<file path="config.mk">
export PLATFORM = sky130hd
export DESIGN_NAME = ea_xlate_select
export DESIGN_NICKNAME = d
export VERILOG_FILES = /design/src/rtl/xlate_pkg.sv /design/src/rtl/xlate_bat_array.sv /design/src/rtl/xlate_datapath.sv /design/src/rtl/xlate_ctrl.sv /design/src/rtl/ea_xlate_select.sv
export SDC_FILE = /design/constraint.sdc
export NUM_CORES = 1
export LEC_CHECK = 0
export ABC_CLOCK_PERIOD_IN_PS = 5450
export BUFFER_PORTS_ARGS = -buffer_cell sky130_fd_sc_hd__buf_2
export CAP_MARGIN = 20
export CORE_UTILIZATION = 27
export CTS_BUF_LIST = sky130_fd_sc_hd__clkbuf_8
export DETAILED_ROUTE_END_ITERATION = 10
export GPL_TIMING_DRIVEN = 1
export SETUP_SLACK_MARGIN = 0.05
export SLEW_MARGIN = 20
export SYNTH_ARGS = -nofsm -noshare
export SYNTH_HDL_FRONTEND = slang
export SYNTH_SLANG_ARGS = --single-unit
</file>
<file path="constraint.sdc">
create_clock -name clk -period 5.45 [get_ports clk]
set_input_delay 1.635 -clock clk [delete_from_list [all_inputs] [get_ports clk]]
set_output_delay 1.635 -clock clk [all_outputs]
set_load 0.05 [all_outputs]
</file>
<file path="src/rtl/xlate_pkg.sv">
package xlate_pkg;

  typedef enum logic [1:0] {
    SRC_REAL  = 2'd0,
    SRC_BLOCK = 2'd1,
    SRC_PAGE  = 2'd2
  } srcE;

  typedef enum logic [1:0] {
    FLT_NONE  = 2'd0,
    FLT_DATA  = 2'd1,
    FLT_INSTR = 2'd2
  } faultE;

  // strobes from control to datapath
  typedef struct packed {
    logic capture;   // take request, snapshot descriptor and block lookup
    logic loadPage;  // merge page response into result
  } strobeT;

endpackage

</file>
<file path="src/rtl/xlate_bat_array.sv">
module xlate_bat_array #(
  parameter int NUM_BAT  = 4,
  parameter int EA_W     = 32,
  parameter int SEG_BITS = 4,
  parameter int BLK_OFF  = 17,
  localparam int TAG_W   = EA_W - BLK_OFF,
  localparam int MASK_W  = EA_W - SEG_BITS - BLK_OFF,
  localparam int BIDX_W  = (NUM_BAT > 1) ? $clog2(NUM_BAT) : 1
) (
  input  logic              clk,
  input  logic              rstN,
  input  logic              wrEn,
  input  logic [BIDX_W-1:0] wrIdx,
  input  logic [TAG_W-1:0]  wrTag,
  input  logic [MASK_W-1:0] wrMask,
  input  logic [TAG_W-1:0]  wrBase,
  input  logic              wrValid,
  input  logic [EA_W-1:0]   lookAddr,
  output logic              hit,
  output logic [EA_W-1:0]   hitAddr
);

  logic [TAG_W-1:0]   entTag  [NUM_BAT];
  logic [MASK_W-1:0]  entMask [NUM_BAT];
  logic [TAG_W-1:0]   entBase [NUM_BAT];
  logic [NUM_BAT-1:0] entValid;
  logic [NUM_BAT-1:0] entHit;
  logic [EA_W-1:0]    entAddr [NUM_BAT];

  always_ff @(posedge clk or negedge rstN) begin
    if (!rstN) begin
      entValid <= '0;
      for (int i = 0; i < NUM_BAT; i++) begin
        entTag[i]  <= '0;
        entMask[i] <= '0;
        entBase[i] <= '0;
      end
    end else if (wrEn) begin
      entTag[wrIdx]   <= wrTag;
      entMask[wrIdx]  <= wrMask;
      entBase[wrIdx]  <= wrBase;
      entValid[wrIdx] <= wrValid;
    end
  end

  for (genvar i = 0; i < NUM_BAT; i++) begin : g_ent
    logic [MASK_W-1:0] diffBits;
    assign diffBits = (entTag[i][MASK_W-1:0] ^ lookAddr[EA_W-SEG_BITS-1:BLK_OFF]) & ~entMask[i];
    assign entHit[i] = entValid[i]
                    && (entTag[i][TAG_W-1:MASK_W] == lookAddr[EA_W-1:EA_W-SEG_BITS])
                    && (diffBits == '0);
    assign entAddr[i] = {entBase[i][TAG_W-1:MASK_W],
                         (entBase[i][MASK_W-1:0] & ~entMask[i])
                           | (lookAddr[EA_W-SEG_BITS-1:BLK_OFF] & entMask[i]),
                         lookAddr[BLK_OFF-1:0]};
  end

  // lowest-numbered matching entry wins
  always_comb begin
    hit     = 1'b0;
    hitAddr = '0;
    for (int i = NUM_BAT - 1; i >= 0; i--) begin
      if (entHit[i]) begin
        hit     = 1'b1;
        hitAddr = entAddr[i];
      end
    end
  end

endmodule

</file>
<file path="src/rtl/xlate_datapath.sv">
module xlate_datapath
  import xlate_pkg::*;
#(
  parameter int NUM_BAT  = 4,
  parameter int VSID_W   = 24,
  parameter int EA_W     = 32,
  parameter int SEG_BITS = 4,
  parameter int OFF_W    = 12,
  parameter int BLK_OFF  = 17,
  localparam int TAG_W   = EA_W - BLK_OFF,
  localparam int MASK_W  = EA_W - SEG_BITS - BLK_OFF,
  localparam int PFN_W   = EA_W - OFF_W,
  localparam int VA_W    = VSID_W + EA_W - SEG_BITS,
  localparam int SEG_CNT = 1 << SEG_BITS,
  localparam int BIDX_W  = (NUM_BAT > 1) ? $clog2(NUM_BAT) : 1
) (
  input  logic                clk,
  input  logic                rstN,
  input  strobeT              strobe,
  input  logic [EA_W-1:0]     reqAddr,
  input  logic                reqIsInstr,
  input  logic                reqXlateOn,
  output logic                needWalk,
  input  logic [PFN_W-1:0]    pgRspPfn,
  output logic [VA_W-1:0]     pgReqVaddr,
  output logic [EA_W-1:0]     outAddr,
  output logic [1:0]          outSrc,
  output logic [1:0]          outFault,
  input  logic                cfgSegWe,
  input  logic [SEG_BITS-1:0] cfgSegIdx,
  input  logic [VSID_W-1:0]   cfgSegVsid,
  input  logic                cfgSegDirect,
  input  logic                cfgBatWe,
  input  logic                cfgBatInstr,
  input  logic [BIDX_W-1:0]   cfgBatIdx,
  input  logic [TAG_W-1:0]    cfgBatTag,
  input  logic [MASK_W-1:0]   cfgBatMask,
  input  logic [TAG_W-1:0]    cfgBatBase,
  input  logic                cfgBatValid
);

  logic [VSID_W-1:0]   segVsid [SEG_CNT];
  logic [SEG_CNT-1:0]  segDir;
  logic [SEG_BITS-1:0] segIdx;
  logic [1:0]          sideHit;
  logic [EA_W-1:0]     sideAddr [2];
  logic                batHit;
  logic [EA_W-1:0]     batAddr;
  logic [VA_W-1:0]     heldVaddr;

  always_ff @(posedge clk or negedge rstN) begin
    if (!rstN) begin
      segDir <= '0;
      for (int i = 0; i < SEG_CNT; i++) segVsid[i] <= '0;
    end else if (cfgSegWe) begin
      segVsid[cfgSegIdx] <= cfgSegVsid;
      segDir[cfgSegIdx]  <= cfgSegDirect;
    end
  end

  // side 0 holds data entries, side 1 instruction entries
  for (genvar s = 0; s < 2; s++) begin : g_side
    xlate_bat_array #(
      .NUM_BAT (NUM_BAT),
      .EA_W    (EA_W),
      .SEG_BITS(SEG_BITS),
      .BLK_OFF (BLK_OFF)
    ) u_bat (
      .clk     (clk),
      .rstN    (rstN),
      .wrEn    (cfgBatWe && (cfgBatInstr == s[0])),
      .wrIdx   (cfgBatIdx),
      .wrTag   (cfgBatTag),
      .wrMask  (cfgBatMask),
      .wrBase  (cfgBatBase),
      .wrValid (cfgBatValid),
      .lookAddr(reqAddr),
      .hit     (sideHit[s]),
      .hitAddr (sideAddr[s])
    );
  end

  assign segIdx   = reqAddr[EA_W-1:EA_W-SEG_BITS];
  assign batHit   = sideHit[reqIsInstr];
  assign batAddr  = sideAddr[reqIsInstr];
  assign needWalk = reqXlateOn && !batHit && !segDir[segIdx];

  always_ff @(posedge clk or negedge rstN) begin
    if (!rstN) begin
      heldVaddr <= '0;
      outAddr   <= '0;
      outSrc    <= SRC_REAL;
      outFault  <= FLT_NONE;
    end else if (strobe.capture) begin
      heldVaddr <= {segVsid[segIdx], reqAddr[EA_W-SEG_BITS-1:0]};
      outFault  <= FLT_NONE;
      if (!reqXlateOn) begin
        outAddr <= reqAddr;
        outSrc  <= SRC_REAL;
      end else if (batHit) begin
        outAddr <= batAddr;
        outSrc  <= SRC_BLOCK;
      end else begin
        outAddr <= '0;
        outSrc  <= SRC_PAGE;
        if (segDir[segIdx]) outFault <= reqIsInstr ? FLT_INSTR : FLT_DATA;
      end
    end else if (strobe.loadPage) begin
      outAddr <= {pgRspPfn, heldVaddr[OFF_W-1:0]};
    end
  end

  assign pgReqVaddr = heldVaddr;

endmodule

</file>
<file path="src/rtl/xlate_ctrl.sv">
module xlate_ctrl
  import xlate_pkg::*;
(
  input  logic   clk,
  input  logic   rstN,
  input  logic   reqValid,
  input  logic   needWalk,
  input  logic   pgRspValid,
  input  logic   outReady,
  output logic   reqReady,
  output logic   pgReqValid,
  output logic   outValid,
  output strobeT strobe
);

  typedef enum logic [1:0] {ST_IDLE, ST_WALK, ST_DONE} stateE;
  stateE state, nextState;

  always_ff @(posedge clk or negedge rstN) begin
    if (!rstN) state <= ST_IDLE;
    else       state <= nextState;
  end

  always_comb begin
    nextState = state;
    strobe    = '0;
    case (state)
      ST_IDLE: if (reqValid) begin
        strobe.capture = 1'b1;
        nextState      = needWalk ? ST_WALK : ST_DONE;
      end
      ST_WALK: if (pgRspValid) begin
        strobe.loadPage = 1'b1;
        nextState       = ST_DONE;
      end
      ST_DONE: if (outReady) nextState = ST_IDLE;
      default: nextState = ST_IDLE;
    endcase
  end

  assign reqReady   = (state == ST_IDLE);
  assign pgReqValid = (state == ST_WALK);
  assign outValid   = (state == ST_DONE);

endmodule

</file>
<file path="src/rtl/ea_xlate_select.sv">
module ea_xlate_select
  import xlate_pkg::*;
#(
  parameter int NUM_BAT  = 4,
  parameter int VSID_W   = 24,
  parameter int EA_W     = 32,
  parameter int SEG_BITS = 4,
  parameter int OFF_W    = 12,
  parameter int BLK_OFF  = 17,
  localparam int TAG_W   = EA_W - BLK_OFF,
  localparam int MASK_W  = EA_W - SEG_BITS - BLK_OFF,
  localparam int PFN_W   = EA_W - OFF_W,
  localparam int VA_W    = VSID_W + EA_W - SEG_BITS,
  localparam int BIDX_W  = (NUM_BAT > 1) ? $clog2(NUM_BAT) : 1
) (
  input  logic                clk,
  input  logic                rstN,
  input  logic                reqValid,
  output logic                reqReady,
  input  logic [EA_W-1:0]     reqAddr,
  input  logic                reqIsInstr,
  input  logic                reqXlateOn,
  output logic                outValid,
  input  logic                outReady,
  output logic [EA_W-1:0]     outAddr,
  output logic [1:0]          outSrc,
  output logic [1:0]          outFault,
  output logic                pgReqValid,
  output logic [VA_W-1:0]     pgReqVaddr,
  input  logic                pgRspValid,
  input  logic [PFN_W-1:0]    pgRspPfn,
  input  logic                cfgSegWe,
  input  logic [SEG_BITS-1:0] cfgSegIdx,
  input  logic [VSID_W-1:0]   cfgSegVsid,
  input  logic                cfgSegDirect,
  input  logic                cfgBatWe,
  input  logic                cfgBatInstr,
  input  logic [BIDX_W-1:0]   cfgBatIdx,
  input  logic [TAG_W-1:0]    cfgBatTag,
  input  logic [MASK_W-1:0]   cfgBatMask,
  input  logic [TAG_W-1:0]    cfgBatBase,
  input  logic                cfgBatValid
);

  strobeT strobe;
  logic   needWalk;

  xlate_ctrl u_ctrl (
    .clk       (clk),
    .rstN      (rstN),
    .reqValid  (reqValid),
    .needWalk  (needWalk),
    .pgRspValid(pgRspValid),
    .outReady  (outReady),
    .reqReady  (reqReady),
    .pgReqValid(pgReqValid),
    .outValid  (outValid),
    .strobe    (strobe)
  );

  xlate_datapath #(
    .NUM_BAT (NUM_BAT),
    .VSID_W  (VSID_W),
    .EA_W    (EA_W),
    .SEG_BITS(SEG_BITS),
    .OFF_W   (OFF_W),
    .BLK_OFF (BLK_OFF)
  ) u_dp (
    .clk         (clk),
    .rstN        (rstN),
    .strobe      (strobe),
    .reqAddr     (reqAddr),
    .reqIsInstr  (reqIsInstr),
    .reqXlateOn  (reqXlateOn),
    .needWalk    (needWalk),
    .pgRspPfn    (pgRspPfn),
    .pgReqVaddr  (pgReqVaddr),
    .outAddr     (outAddr),
    .outSrc      (outSrc),
    .outFault    (outFault),
    .cfgSegWe    (cfgSegWe),
    .cfgSegIdx   (cfgSegIdx),
    .cfgSegVsid  (cfgSegVsid),
    .cfgSegDirect(cfgSegDirect),
    .cfgBatWe    (cfgBatWe),
    .cfgBatInstr (cfgBatInstr),
    .cfgBatIdx   (cfgBatIdx),
    .cfgBatTag   (cfgBatTag),
    .cfgBatMask  (cfgBatMask),
    .cfgBatBase  (cfgBatBase),
    .cfgBatValid (cfgBatValid)
  );

endmodule

</file>
==> reports/qor_table.md <==
| Metric | Reported |
|---|---|
| Status | completed |
| Crit path kind | in2reg |
| Final Hold Fails | 0 |
| Height of the die | 376.0 um |
| Leading cell type in the layout, fill and taps excluded | sky130_fd_sc_hd__dfrtp_1 |
| Synthesized Nets | 2819 |
| Die Area | 141400 um^2 |
| Max Cap Viol | 0 |
| Ordered cell list for the critical path | buf_2, xnor2_2, o22ai_1, or4_4, nor4_4, o21ai_2, o211ai_1, a311oi_1, o31ai_1 |
| DR vias/cell | 4.859 |
| Type of the most critical hold path | reg2reg |
| Most frequent cells in the layout | sky130_fd_sc_hd__dfrtp_1, sky130_fd_sc_hd__mux2_2, sky130_fd_sc_hd__buf_2 |
| Global-route met1 utilization | 20.91% |
| Final setup violation count | 0 |
| Final cell count without fillers | 4879 |
| Root cell of the clock tree | sky130_fd_sc_hd__clkbuf_8 |
| CP endpoint kind | flop |
| Post-route minimum period | 3790 ps |
| Post-Route Skew | 52.67 ps |
| Critical path fanouts, max | 18 |
| Clock-pin slew reported for the worst setup and hold paths after clock tree synthesis | 60 ps |
| Core area | 138200 um^2 |
| Hold slack | 465.1 ps |
| Post-synthesis async set-or-reset flop share | 100.0% |
| Antenna violations before repair | 21 |
| Horizontal die dimension | 376.0 um |
| Part of the cycle the worst path needs | 69.53% |
| Routing layer with the top usage in global route | met2 |
| Grt ovf | 0 |
| Avg Synthesized Cell Area | 14.07 um^2 |
| Clock net sink count | 826 |
| Combined area of all synthesized cells | 37760 um^2 |
| GR Util All Layers | 15.73% |
| Sequential-to-total area share from yosys stat | 54.73% |
| Buffers & Inverters on Critical Path | 1 |
| Number of global-route vias before repair | 24.65k |
| Met2 routing resource usage after global routing | 25.37% |
| Pleak | 18.73 nW |
| Count of state elements after synthesis | 826 |
| GP Congestion | 0.8862 |
| Clock buffer count from CTS | 147 |
| Final Max Slew Viols | 0 |
| Signed area change from the synthesized netlist to the final layout | 16.20% |
| Cell with the largest stage delay on the worst path | sky130_fd_sc_hd__or4_4 |
| Number of optimization iterations in the first detailed-route pass | 5 |
| Highest clock rate | 263.9 MHz |
| Slowest Stage Delay on Critical Path | 600 ps |
| Final net count | 3049 |
| Post-CTS setup-driven buffer insertion count | 0 |
| Pwr/cell area | 442.5 nW/um^2 |
| H-tree lvl count | 4 |
| Instance count of the mapped netlist | 2684 |
| Number of synthesis warnings | 0 |
| Number of remaining DRC errors | 0 |
| Number of distinct library cells after synthesis | 50 |
| Arrival time of data at the critical path endpoint | 4500 ps |
| Largest net degree at the start of global routing | 117 |
| Routed wirelength normalized by instance count | 22.73 um |
| Wire length of the first global-routing pass | 166.7 mm |
| Post-route ant nets | 0 |
| Crit-path leading delay family | compound AO/OA/AOI/OAI gates |
| Max IR drop VDD | 0.3811 mV |
| Deepest clock path buffer count | 3 |
| Main flop type after synthesis | sky130_fd_sc_hd__dfrtp_1 |
| Standard-cell row count | 136 |
| I/O pin count | 226 |
| Clock tree from TritonCTS | yes |
| Initial Utilization | 27.33% |
| Final TNS setup | 0 ps |
| Count of flip-flops with a built-in enable after synthesis | 0 |
| Routed vias | 23.71k |
| Critical Path Start Type | input pin |
| # placed instances | 4628 |
| Share of final-layout standard cells stronger than drive strength 1 | 46.35% |
| Gates resized, CTS repair | 0 |
| Count of routing violations after the opening detailed-route iteration | 1484 |
| Met3 usage | 3.455% |
| Cts hold-fix bufs | 0 |
| Insertion delay to the later sink of the worst-skew pair | 860 ps |
| Count of port buffers added during placement | 225 |
| Post-detailed-placement half-perimeter wirelength | 69.91 mm |
| Required time of the critical path | 6170 ps |
| Final standard cell utilization of the core | 31.76% |
| Total length of routed wires | 110.9 mm |
| Worst-margin pin slew | 1065 ps |
| Setup repair after global routing missed its margin | no |
| Relative slew slack | 28.98% |
[path summary, 6_finish.rpt]
check	end	slack, ps	startpoint	depth (start not counted)
setup / recovery	u_dp.outAddr[17]	1660	reqAddr[24]	9
hold / removal	u_dp.pgReqVaddr[12]	470	u_dp.pgReqVaddr[12]	2
setup reg to reg	u_dp.outAddr[17]	2440	u_dp.g_side[0].u_bat.entTag[6]	8
hold reg to reg	u_dp.pgReqVaddr[12]	470	u_dp.pgReqVaddr[12]	2
max in group asynchronous	u_dp.segVsid[347]	3370	rstN	2
min in group asynchronous	u_dp.pgReqVaddr[1]	830	rstN	1
[final cells by class]
| class | instances | area [um^2] |
|---|---|---|
| fillers | 13895 | 94290 |
| flip-flops and latches | 826 | 20670 |
| multi-input cells | 1659 | 16380 |
| well taps | 1863 | 2331 |
| clock buffers | 167 | 2298 |
| repair buffers | 278 | 1677 |
| clock inverters | 78 | 505.5 |
| diodes | 6 | 15.01 |
| inverters | 2 | 7.507 |
[logic make-up after synthesis]
| kind of cell | Yosys count | share of synthesized area [%] |
|---|---|---|
| multiplexers | 951 | 31.90 |
| flip-flops | 826 | 54.73 |
| AND/OR/NAND/NOR | 359 | 4.291 |
| AO/OA/AOI/OAI | 229 | 4.022 |
| buffers and inverters | 199 | 2.230 |
| XOR/XNOR | 120 | 2.823 |
[report_power, final]
group | switching (mW) | internal (mW) | total [mW] | leakage [nW]
sequential | 1.02 | 7.68 | 8.70 | 10.1
clock | 2.68 | 2.95 | 5.64 | 1.63
combinational | 2.91 | 2.17 | 5.08 | 7.03
total | 6.61 | 12.8 | 19.4 | 18.7
[metrics by stage]
step	total power [mW]	setup slack (ps)	area [um^2]
2_1_floorplan	12.16	1672	37760
3_3_place_gp	13.78	875.5	41060
3_5_place_dp	13.89	858.9	41060
4_1_cts	19.63	1753	43870
5_1_grt	20.39	1537	43880
6_report	19.42	1660	43880
[routing by layer]
metal	wire, um	vias to the layer above
li1	-	10266
met1	49170	12533
met2	52480	683
met3	6243	201
met4	2856	26
met5	165	-
[worst reg2reg max path, delay by kind of cell, from the launching register on]
| kind | cells | cell delay (ps) |
|---|---|---|
| flip-flops | 1 | 400 |
| XOR/XNOR | 1 | 230 |
| AO/OA/AOI/OAI | 5 | 1230 |
| AND/OR/NAND/NOR | 2 | 1030 |
[state kept, by name (all words and copies together), names as in the netlist, 8 cells and up]
signal	cells
u_dp.segVsid	384
u_dp.g_side.u_bat.entMask	88
u_dp.segDir	16
u_dp.g_side.u_bat.entBase	88
u_dp.pgReqVaddr	52
u_dp.g_side.u_bat.entValid	8
u_dp.outAddr	32
u_dp.g_side.u_bat.entAddr	32
u_dp.g_side.u_bat.entTag	120
[synthesized netlist by cell type (16+ instances only)]
library cell	instances	area, um^2
sky130_fd_sc_hd__dfrtp_1	826	20670
sky130_fd_sc_hd__mux2_2	770	8671
sky130_fd_sc_hd__nand2_1	216	810.8
sky130_fd_sc_hd__clkbuf_1	153	574.3
sky130_fd_sc_hd__mux4_2	125	2815
sky130_fd_sc_hd__xnor2_1	118	1033
sky130_fd_sc_hd__mux2i_1	56	560.5
sky130_fd_sc_hd__o22ai_1	55	344.1
sky130_fd_sc_hd__a21oi_1	45	225.2
sky130_fd_sc_hd__nor2_1	43	161.4
sky130_fd_sc_hd__nand3_1	26	130.1
sky130_fd_sc_hd__o211ai_1	23	172.7
sky130_fd_sc_hd__buf_2	22	110.1
sky130_fd_sc_hd__a31oi_1	16	100.1
(Power assumes the default switching activity.)
